===== config.mk =====
export PLATFORM = sky130hd
export DESIGN_NAME = noc_pxy_switch
export DESIGN_NICKNAME = d
export VERILOG_FILES = /design/src/rtl/noc_pxy_pkg.sv /design/src/rtl/noc_route_calc.sv /design/src/rtl/noc_out_arb.sv /design/src/rtl/noc_hold_reg.sv /design/src/rtl/noc_pxy_switch.sv
export SDC_FILE = /design/constraint.sdc
export NUM_CORES = 1
export LEC_CHECK = 0
export BUFFER_PORTS_ARGS = -buffer_cell sky130_fd_sc_hd__buf_2
export CAP_MARGIN = 10
export CORE_MARGIN = 2
export CORE_UTILIZATION = 40
export DETAILED_ROUTE_END_ITERATION = 7
export PLACE_DENSITY_LB_ADDON = 0.15
export SYNTH_ARGS = -nofsm -noshare
export SYNTH_HDL_FRONTEND = slang
export SYNTH_SLANG_ARGS = --single-unit

===== constraint.sdc =====
create_clock -name clk -period 4.7 [get_ports clk]
set_clock_uncertainty 0.1 [all_clocks]
set_input_delay 0.94 -clock clk [delete_from_list [all_inputs] [get_ports clk]]
set_output_delay 0.94 -clock clk [all_outputs]
set_load 0.03 [all_outputs]

===== src/rtl/noc_pxy_pkg.sv =====
package noc_pxy_pkg;
  localparam int NPORT  = 5;
  localparam int PORT_W = 3;

  typedef enum logic [2:0] {
    P_N = 3'd0, P_S = 3'd1, P_E = 3'd2, P_W = 3'd3, P_L = 3'd4
  } port_e;

  // Minimal-direction choice for one head; coordinates zero-extended to 8 bits.
  function automatic logic [2:0] route_pick(
    input logic       adapt,
    input logic [3:0] hot,
    input logic [7:0] cx, input logic [7:0] cy,
    input logic [7:0] dx, input logic [7:0] dy);
    logic [2:0] xp, yp;
    logic       hx, hy;
    xp = (dx > cx) ? P_E : P_W;
    yp = (dy > cy) ? P_N : P_S;
    hx = (xp == P_E) ? hot[2] : hot[3];
    hy = (yp == P_N) ? hot[0] : hot[1];
    if (dx == cx && dy == cy)   route_pick = P_L;
    else if (dy == cy)          route_pick = xp;
    else if (dx == cx)          route_pick = yp;
    else if (!adapt)            route_pick = xp;
    else if (hx && !hy)         route_pick = yp;
    else                        route_pick = xp;
  endfunction
endpackage


===== src/rtl/noc_route_calc.sv =====
module noc_route_calc
  import noc_pxy_pkg::*;
#(
  parameter int COORD_W = 3,
  parameter int MY_X    = 2,
  parameter int MY_Y    = 2
) (
  input  logic               adapt,
  input  logic [3:0]         hot,
  input  logic [COORD_W-1:0] dst_x,
  input  logic [COORD_W-1:0] dst_y,
  output logic [PORT_W-1:0]  want
);
  localparam logic [7:0] CX = 8'(MY_X);
  localparam logic [7:0] CY = 8'(MY_Y);

  always_comb want = route_pick(adapt, hot, CX, CY, 8'(dst_x), 8'(dst_y));
endmodule


===== src/rtl/noc_out_arb.sv =====
module noc_out_arb
  import noc_pxy_pkg::*;
(
  input  logic [NPORT-1:0] cand,
  input  logic             taken,
  output logic [NPORT-1:0] win
);
  // Lowest index is highest rank: N, S, E, W, then local.
  always_comb win = taken ? '0 : (cand & (~cand + NPORT'(1)));
endmodule


===== src/rtl/noc_hold_reg.sv =====
module noc_hold_reg
  import noc_pxy_pkg::*;
(
  input  logic              clk,
  input  logic              rst_n,
  input  logic              take,
  input  logic              drop,
  input  logic [PORT_W-1:0] port_in,
  output logic              busy,
  output logic [PORT_W-1:0] port_q
);
  always_ff @(posedge clk or negedge rst_n) begin
    if (!rst_n) begin
      busy   <= 1'b0;
      port_q <= '0;
    end else if (take) begin
      busy   <= 1'b1;
      port_q <= port_in;
    end else if (drop) begin
      busy   <= 1'b0;
    end
  end
endmodule


===== src/rtl/noc_pxy_switch.sv =====
module noc_pxy_switch
  import noc_pxy_pkg::*;
#(
  parameter int COORD_W = 3,
  parameter int MY_X    = 2,
  parameter int MY_Y    = 2
) (
  input  logic                     clk,
  input  logic                     rst_n,
  input  logic                     adapt_mode,
  input  logic [3:0]               out_hot,
  input  logic [NPORT-1:0]         in_req,
  input  logic [NPORT-1:0]         in_head,
  input  logic [NPORT-1:0]         in_tail,
  input  logic [NPORT*COORD_W-1:0] in_dst_x,
  input  logic [NPORT*COORD_W-1:0] in_dst_y,
  output logic [NPORT-1:0]         in_gnt,
  output logic [NPORT*PORT_W-1:0]  in_port
);
  logic [PORT_W-1:0] want   [NPORT];
  logic [PORT_W-1:0] held   [NPORT];
  logic [NPORT-1:0]  busy;
  logic [NPORT-1:0]  fresh;
  logic [NPORT-1:0]  new_gnt;
  logic [NPORT-1:0]  cand   [NPORT];
  logic [NPORT-1:0]  win    [NPORT];
  logic [NPORT-1:0]  taken;

  for (genvar i = 0; i < NPORT; i++) begin : g_in
    noc_route_calc #(.COORD_W(COORD_W), .MY_X(MY_X), .MY_Y(MY_Y)) u_rc (
      .adapt (adapt_mode),
      .hot   (out_hot),
      .dst_x (in_dst_x[i*COORD_W +: COORD_W]),
      .dst_y (in_dst_y[i*COORD_W +: COORD_W]),
      .want  (want[i])
    );

    assign fresh[i] = in_req[i] & in_head[i] & ~busy[i];

    noc_hold_reg u_hold (
      .clk     (clk),
      .rst_n   (rst_n),
      .take    (new_gnt[i] & ~in_tail[i]),
      .drop    (busy[i] & in_req[i] & in_tail[i]),
      .port_in (want[i]),
      .busy    (busy[i]),
      .port_q  (held[i])
    );

    assign in_gnt[i]                   = busy[i] | new_gnt[i];
    assign in_port[i*PORT_W +: PORT_W] = busy[i] ? held[i] : want[i];
  end

  for (genvar o = 0; o < NPORT; o++) begin : g_out
    always_comb begin
      taken[o] = 1'b0;
      for (int i = 0; i < NPORT; i++) begin
        cand[o][i] = fresh[i] && (want[i] == PORT_W'(o));
        if (busy[i] && held[i] == PORT_W'(o)) taken[o] = 1'b1;
      end
    end

    noc_out_arb u_arb (
      .cand  (cand[o]),
      .taken (taken[o]),
      .win   (win[o])
    );
  end

  always_comb begin
    new_gnt = '0;
    for (int o = 0; o < NPORT; o++) new_gnt = new_gnt | win[o];
  end
endmodule


After elaboration in Yosys (flattened, before gate mapping)

Cells that the tools add are included.

Register bits: 20
Input port bits: 52
Word-level logic and storage cells: 309
Output and inout bits: 20

$add $sub $neg: 5
Reductions and logical operators: 85
Multiplexer cells: 90
Magnitude comparators: 10
Equal/unequal tests: 55
Bitwise operators: 54

Operator list:

| kind                                                                             | number |
|---|---|
| 3-bit by 2-bit equality test with 1-bit output (second input constant)           | 35 |
| 3-bit 2-to-1 mux                                                                 | 30 |
| 1-bit logical AND                                                                | 60 |
| 1-bit 2-to-1 mux                                                                 | 55 |
| 3-bit zero test                                                                  | 15 |
| 3-bit by 1-bit equality test with 1-bit output (second input constant)           | 10 |
| 3-bit equality test (second input constant)                                      | 10 |
| 3-bit by 2-bit greater-than comparator with 1-bit output (second input constant) | 10 |
| 5-bit by 1-bit adder with 5-bit output (second input constant)                   | 5 |
| 1-bit AND                                                                        | 25 |
| 5-bit AND                                                                        | 5 |
| 5-bit 2-to-1 mux                                                                 | 5 |
| 5-bit inverter                                                                   | 5 |
| 5-bit OR                                                                         | 4 |
| 1-bit inverter                                                                   | 10 |
| 2-bit nonzero test                                                               | 5 |
| 1-bit zero test                                                                  | 5 |
| 1-bit OR                                                                         | 5 |

Longest topological paths before layout

Depth after elaboration: 23
Gate-level depth with buffers: 9
Depth with buffers taken out: 8

Cells and area by module

From an unflattened synthesis, not the netlist that was laid out.

Cells, all modules: 280
Area, all modules: 2351.0 µm²

Modules (own cells, without submodules):

| module         | cells each | area an instance (µm²) | times used |
|---|---|---|---|
| noc_pxy_switch | 135        | 855.8                  | 1 |
| noc_hold_reg   | 9          | 146.4                  | 5 |
| noc_route_calc | 14         | 98.8                   | 5 |
| noc_out_arb    | 6          | 53.8                   | 5 |

Worst setup path after synthesis

No wires, ideal clock.

Path type: input to output
From: input in_dst_x[1]
To: output in_gnt[3]
Slack: 0.810 ns
Stages on the path: 7
Arrival time: 2.850 ns
Cell sequence: a21oi_1 mux2i_1 nor3_1 o32ai_1 a211o_1 o21ai_1 or4_1

Longest elaborated chain between the ends: 21

Ends and longest elaborated chain:

| what                                                     | line                 | text |
|---|---|---|
| from (decl)                                              | noc_pxy_switch.sv:15 | `input logic [NPORT*COORD_W-1:0] in_dst_x,` |
| 3-bit by 2-bit greater-than comparator with 1-bit output | noc_pxy_pkg.sv:17    | `xp = (dx > cx) ? P_E : P_W;` |
| 1-bit 2-to-1 mux                                         | noc_pxy_pkg.sv:17    |  |
| 3-bit by 2-bit equality test with 1-bit output           | noc_pxy_pkg.sv:19    | `hx = (xp == P_E) ? hot[2] : hot[3];` |
| 1-bit 2-to-1 mux                                         | noc_pxy_pkg.sv:19    |  |
| 1-bit logical AND                                        | noc_pxy_pkg.sv:25    | `else if (hx && !hy) route_pick = yp;` |
| 3-bit 2-to-1 mux                                         | noc_pxy_pkg.sv:25    |  |
| 3-bit 2-to-1 mux                                         | noc_pxy_pkg.sv:24    | `else if (!adapt) route_pick = xp;` |
| 3-bit 2-to-1 mux                                         | noc_pxy_pkg.sv:23    | `else if (dx == cx) route_pick = yp;` |
| (+3 left out)                                            | n/a                  |  |
| 1-bit logical AND                                        | noc_pxy_switch.sv:58 | `cand[o][i] = fresh[i] && (want[i] == PORT_W'(o));` |
| 5-bit inverter                                           | noc_out_arb.sv:9     | `always_comb win = taken ? '0 : (cand & (~cand + NPORT'(1)));` |
| 5-bit by 1-bit adder with 5-bit output                   | noc_out_arb.sv:9     |  |
| 5-bit AND                                                | noc_out_arb.sv:9     |  |
| 5-bit 2-to-1 mux                                         | noc_out_arb.sv:9     |  |
| 5-bit OR (3 in a row)                                    | noc_pxy_switch.sv:72 | `for (int o = 0; o < NPORT; o++) new_gnt = new_gnt \| win[o];` |
| 5-bit OR *                                               | noc_pxy_switch.sv:72 |  |
| 1-bit OR *                                               | noc_pxy_switch.sv:50 | `assign in_gnt[i] = busy[i] \| new_gnt[i];` |
| to (decl)                                                | noc_pxy_switch.sv:17 | `output logic [NPORT-1:0] in_gnt,` |

Every way passes the cells marked *; elsewhere a longest branch is shown, timed or not.

Worst setup path after layout

From: input out_hot[0]
To: output in_gnt[4]

Longest elaborated chain between the ends: 19

Ends and longest elaborated chain:

| what                                                                                     | line                 | text |
|---|---|---|
| from (decl)                                                                              | noc_pxy_switch.sv:11 | `input logic [3:0] out_hot,` |
| 1-bit 2-to-1 mux                                                                         | noc_pxy_pkg.sv:20    | `hy = (yp == P_N) ? hot[0] : hot[1];` |
| 1-bit zero test                                                                          | noc_pxy_pkg.sv:25    |  |
| 1-bit logical AND                                                                        | noc_pxy_pkg.sv:25    |  |
| 3-bit 2-to-1 mux                                                                         | noc_pxy_pkg.sv:25    |  |
| 3-bit 2-to-1 mux                                                                         | noc_pxy_pkg.sv:24    |  |
| 3-bit 2-to-1 mux                                                                         | noc_pxy_pkg.sv:23    |  |
| 3-bit 2-to-1 mux                                                                         | noc_pxy_pkg.sv:22    | `else if (dy == cy) route_pick = xp;` |
| 3-bit 2-to-1 mux                                                                         | noc_pxy_pkg.sv:21    | `if (dx == cx && dy == cy) route_pick = P_L;` |
| 3-bit by 1-bit equality test with 1-bit output / 3-bit zero test (equally long branches) | noc_pxy_switch.sv:58 |  |
| 1-bit logical AND                                                                        | noc_pxy_switch.sv:58 |  |
| 5-bit inverter                                                                           | noc_out_arb.sv:9     |  |
| 5-bit by 1-bit adder with 5-bit output                                                   | noc_out_arb.sv:9     |  |
| 5-bit AND                                                                                | noc_out_arb.sv:9     |  |
| 5-bit 2-to-1 mux                                                                         | noc_out_arb.sv:9     |  |
| 5-bit OR (3 in a row)                                                                    | noc_pxy_switch.sv:72 |  |
| 5-bit OR *                                                                               | noc_pxy_switch.sv:72 |  |
| 1-bit OR *                                                                               | noc_pxy_switch.sv:50 |  |

Marked as above.

==> results.md <==
- Hold is met by 0.482 ns.
- The power per standard cell area is 388 nW/um2.
- Before antenna repair, the detailed router went through 5 iterations.
- The synthesized netlist net count is 350.
- The run finished with clean final reports.
- The maximum cell stage delay along the critical path is 0.48 ns.
- The TritonCTS buffer count is 3.
- Of the available clock period, the critical path in the final layout requires 0.912.
- For this run, the register share of the synthesized area comes to 0.211.
- For this run, asynchronously set or reset flops after synthesis account for 1.00.
- The initial utilization of the core area, before any placement, comes to 0.407.
- The clock tree from TritonCTS is yes.
- The number of enable-type register cells in the synthesized netlist is 0.
- The post-synthesis average cell area is 7.94 um2.
- CTS built an H-tree with a depth of 1.
- The number of different library cells used by synthesis comes to 66.
- The largest area contributor in the synthesized netlist is dfrtp_1.
- For this run the aggregate overflow at the end of global routing stands at 0.
- Of all nets on the critical path, the largest fanout is 6.
- For the pin with the worst max-slew slack, the measured transition is 0.615 ns.
- By area the synthesized netlist is led by dfrtp_1 (21%), mux2_2 (6.7%), nand2_1 (5.2%).
- After detailed routing, the number of remaining DRC violations is 0.
- The worst slew slack as a fraction of its limit is 0.589.
- The total vias in the final route is 2689.
- The area growth from synthesis to layout is 22.7%.
- The antenna cell count is 0.
- The maximum number of pins on one net before global-route repair is 21.
- The internal power contribution is 0.603 mW.
- In this run the core area contains 28 standard-cell rows.
- The via count of the first global-routing pass was 2483.
- Setup repair after global routing left no endpoint under its margin.
- The number of antenna violations at the first check in global routing came to 0.
- Summed over all nets, the switching power comes to 0.525 mW.
- Buffers placed on the I/O ports in this run total 71.
- Summing every instance area after synthesis gives 2370 um2.
- VDD sags by at most 200 uV.
- In this design, the largest share of critical-path delay is due to compound AO/OA/AOI/OAI gates.
- In the final routed layout, each cell accounts on average for 16.0 um.
- The dominant register cell in the synthesized netlist is dfrtp_1.
- The number of synthesized register bits is 20.
- The final weighted congestion in routability-driven placement is 0.959.
- The floorplan core area is 5820 um2.
- The area of all placed cells without fillers is 2900 um2.
- STA puts the critical path data required time at 3.66 ns.
- The detail-routed via count per cell is 6.00.
- The total routed wirelength is 7150 um.
- The post-cts gate resize count is 0.
- Of the post-synthesis cell area, the dominant cell type holds 0.211.
- The root buffer cell is clkbuf_8.
- Once placement finished, the instance area stood at 2830 um2.
- The final-report hold violation count was 0.
- The critical path's slowest cell is o31ai_2.
- The number of slew-limit violations in the final report was 0.
- In this run, post-CTS hold repair placed 0 buffers.
- The worst-case clock buffer depth is 2.
- The worst setup path is of the input pin to output pin kind.
- The sort of element at the end of the critical path is an output pin.
- The number of buffers and inverters on the critical path is 2.
- The ratio of cells with drive above 1 in the final layout is 0.308.
- The die boundary width is 80.9 um.
- The floorplan step set the die height to 80.9 um.
- In the final design database the tool counted 426 nets.
- The proportion of power drawn by flip-flops and latches is 0.290.
- The min-delay analysis places its worst path in the category flip-flop to flip-flop.
- The data arrival at the endpoint of the critical path is 3.25 ns.
- The switching portion of total power is 0.465.
- The detailed router finished its first iteration with 171 violations.
- Setup total negative slack on the finished layout was measured at 0 ns.
- The setup check on the worst reg-to-reg path leaves a slack of 1.60 ns.
- The global-route wire length before repair is 11700 um.
- Counting instances in the post-synthesis netlist gives the leading cell types as nand2_1 (33), nor2_1 (22), dfrtp_1 (20), o21ai_0 (16).
- CTS saw 20 sinks.
- In the global route stage, overall resource usage came out at 0.226.
- During I/O placement, the number of pins put on the boundary was 72.
- The number of failing setup endpoints in the final timing report is 0.
- The post-CTS clock slew at the launch and capture registers of the worst setup and hold paths is 0.08 ns.
- In this design, the critical path's most frequently occurring cell is buf_2.
- The area enclosed by the die boundary is 6550 um2.
- Timing would allow up to 233 MHz.
- The count of nets left with antenna violations once routing finished came out at 0.
- Traced cell by cell, the critical path runs through buf_2 -> and2b_1 -> mux2i_1 -> o31ai_2 -> nor2_1 -> a211oi_1 -> a22oi_1 -> nand4b_1 -> buf_2.
- The proportion of power drawn by combinational gates is 0.557.
- Among all cell types in the netlist, the one instantiated most often is nand2_1.
- The share of total power in the clock network is 0.153.
- The analysis attributes to cell leakage a power of 1.28 nW.
- Yosys printed 0 warnings.
- Clock latency on the worst-skew pair, taken at its later pin, is 0.26 ns.
- After legalization and detailed placement, the total HPWL measured 5920 um.
- The gate count of the mapped netlist is 298.
- The final critical delay including setup and external delays is 4.29 ns.
- The number of setup buffers added after CTS is 0.
- STA classifies the critical path startpoint as an input pin.
- Max-cap violations in this run came to 0.
==> layout make-up <==
| class | count | area, um2 |
|---|---|---|
| clock inverter | 1 | 30.0 |
| multi-input combinational | 264 | 1810 |
| sequential | 20 | 500 |
| timing repair buffer | 76 | 393 |
| tap | 75 | 93.8 |
| inverter | 9 | 33.8 |
| fill | 626 | 2910 |
| clock buffer | 3 | 41.3 |
==> sequential cells by signal, indices dropped and copies added, names as in the netlist <==
name,count
g_in.u_hold.busy,5
g_in.u_hold.port_q,15
==> worst register-to-register path, cell delays in order, from the launching register on <==
cell      delay, ns
dfrtp_1        0.52
nor4bb_1       0.19
nor4_1         0.50
o211ai_1       0.27
buf_4          0.20
nor2_1         0.17
and4b_1        0.26
o21ba_2        0.20
a31oi_4        0.25
mux2_1         0.34
==> logic make-up (layout without fill, tap and decap cells) <==
group / Yosys count / after routing / synth area share
AOI/OAI and AO/OA: 92 / 92 / 0.293
buffers and inverters: 14 / 89 / 0.0233
DFF: 20 / 20 / 0.211
muxes: 24 / 24 / 0.109
and+or+nand+nor: 148 / 148 / 0.363
==> metal layers <==
layer / routed length (um) / global-route usage
met1: 3250 / 0.299
met4: 139 / 0.0542
met5: 0 / 0
met2: 3380 / 0.385
met3: 377 / 0.0367
==> power by group through the flow <==
| stage | clock network [mW] | registers (mW) | logic, mW |
|---|---|---|---|
| floorplan | 0 | 0.282 | 0.476 |
| global placement | 0 | 0.325 | 0.618 |
| detailed placement | 0 | 0.328 | 0.621 |
| CTS | 0.177 | 0.325 | 0.624 |
| global route | 0.187 | 0.343 | 0.683 |
| finish | 0.173 | 0.327 | 0.628 |
==> per-stage QoR <==
stage | power (mW) | setup slack, ns | util | std cells
after floorplan | 0.757 | 0.810 | - | 298
after global placement | 0.943 | 0.492 | 0.487 | 444
after detailed placement | 0.949 | 0.477 | 0.487 | 444
after CTS | 1.13 | 0.474 | 0.499 | 448
after global routing | 1.21 | 0.223 | 0.499 | 448
final | 1.13 | 0.412 | 0.499 | 448
==> cells in the final DEF, fill, tap and decap left out, types with 4 or more instances in the layout <==
cell and n:
a211o_1 5, dfrtp_1 20, nor3_1 11, o221ai_1 5
buf_2 71, o32a_1 4, mux2_2 14, o21ai_0 16
or2_2 6, buf_4 5, nand2_1 33, nor4_1 7
and3_1 6, nand3b_1 6, a21oi_1 14, nor4bb_1 6
nor2_1 22, nand2b_1 7, mux2i_1 9, nand3_1 6
nor3b_1 6, or3_1 6, inv_1 9, a211oi_1 6
a21o_1 4
==> worst paths after layout <==
path / from / to / cells after the start
worst max-delay path: out_hot[0] / in_gnt[4] / 9
worst min-delay path: g_in[0].u_hold.port_q[1]$_DFFE_PN0P_ / g_in[0].u_hold.port_q[1]$_DFFE_PN0P_ / 2
worst max register to register: g_in[2].u_hold.busy$_DFFE_PN0P_ / g_in[4].u_hold.port_q[2]$_DFFE_PN0P_ / 9
worst min register to register: g_in[0].u_hold.port_q[1]$_DFFE_PN0P_ / g_in[0].u_hold.port_q[1]$_DFFE_PN0P_ / 2
max in group asynchronous: rst_n / g_in[3].u_hold.port_q[2]$_DFFE_PN0P_ / 1
min in group asynchronous: rst_n / g_in[0].u_hold.busy$_DFFE_PN0P_ / 1
Note: power is estimated with default switching activity, not from simulation.
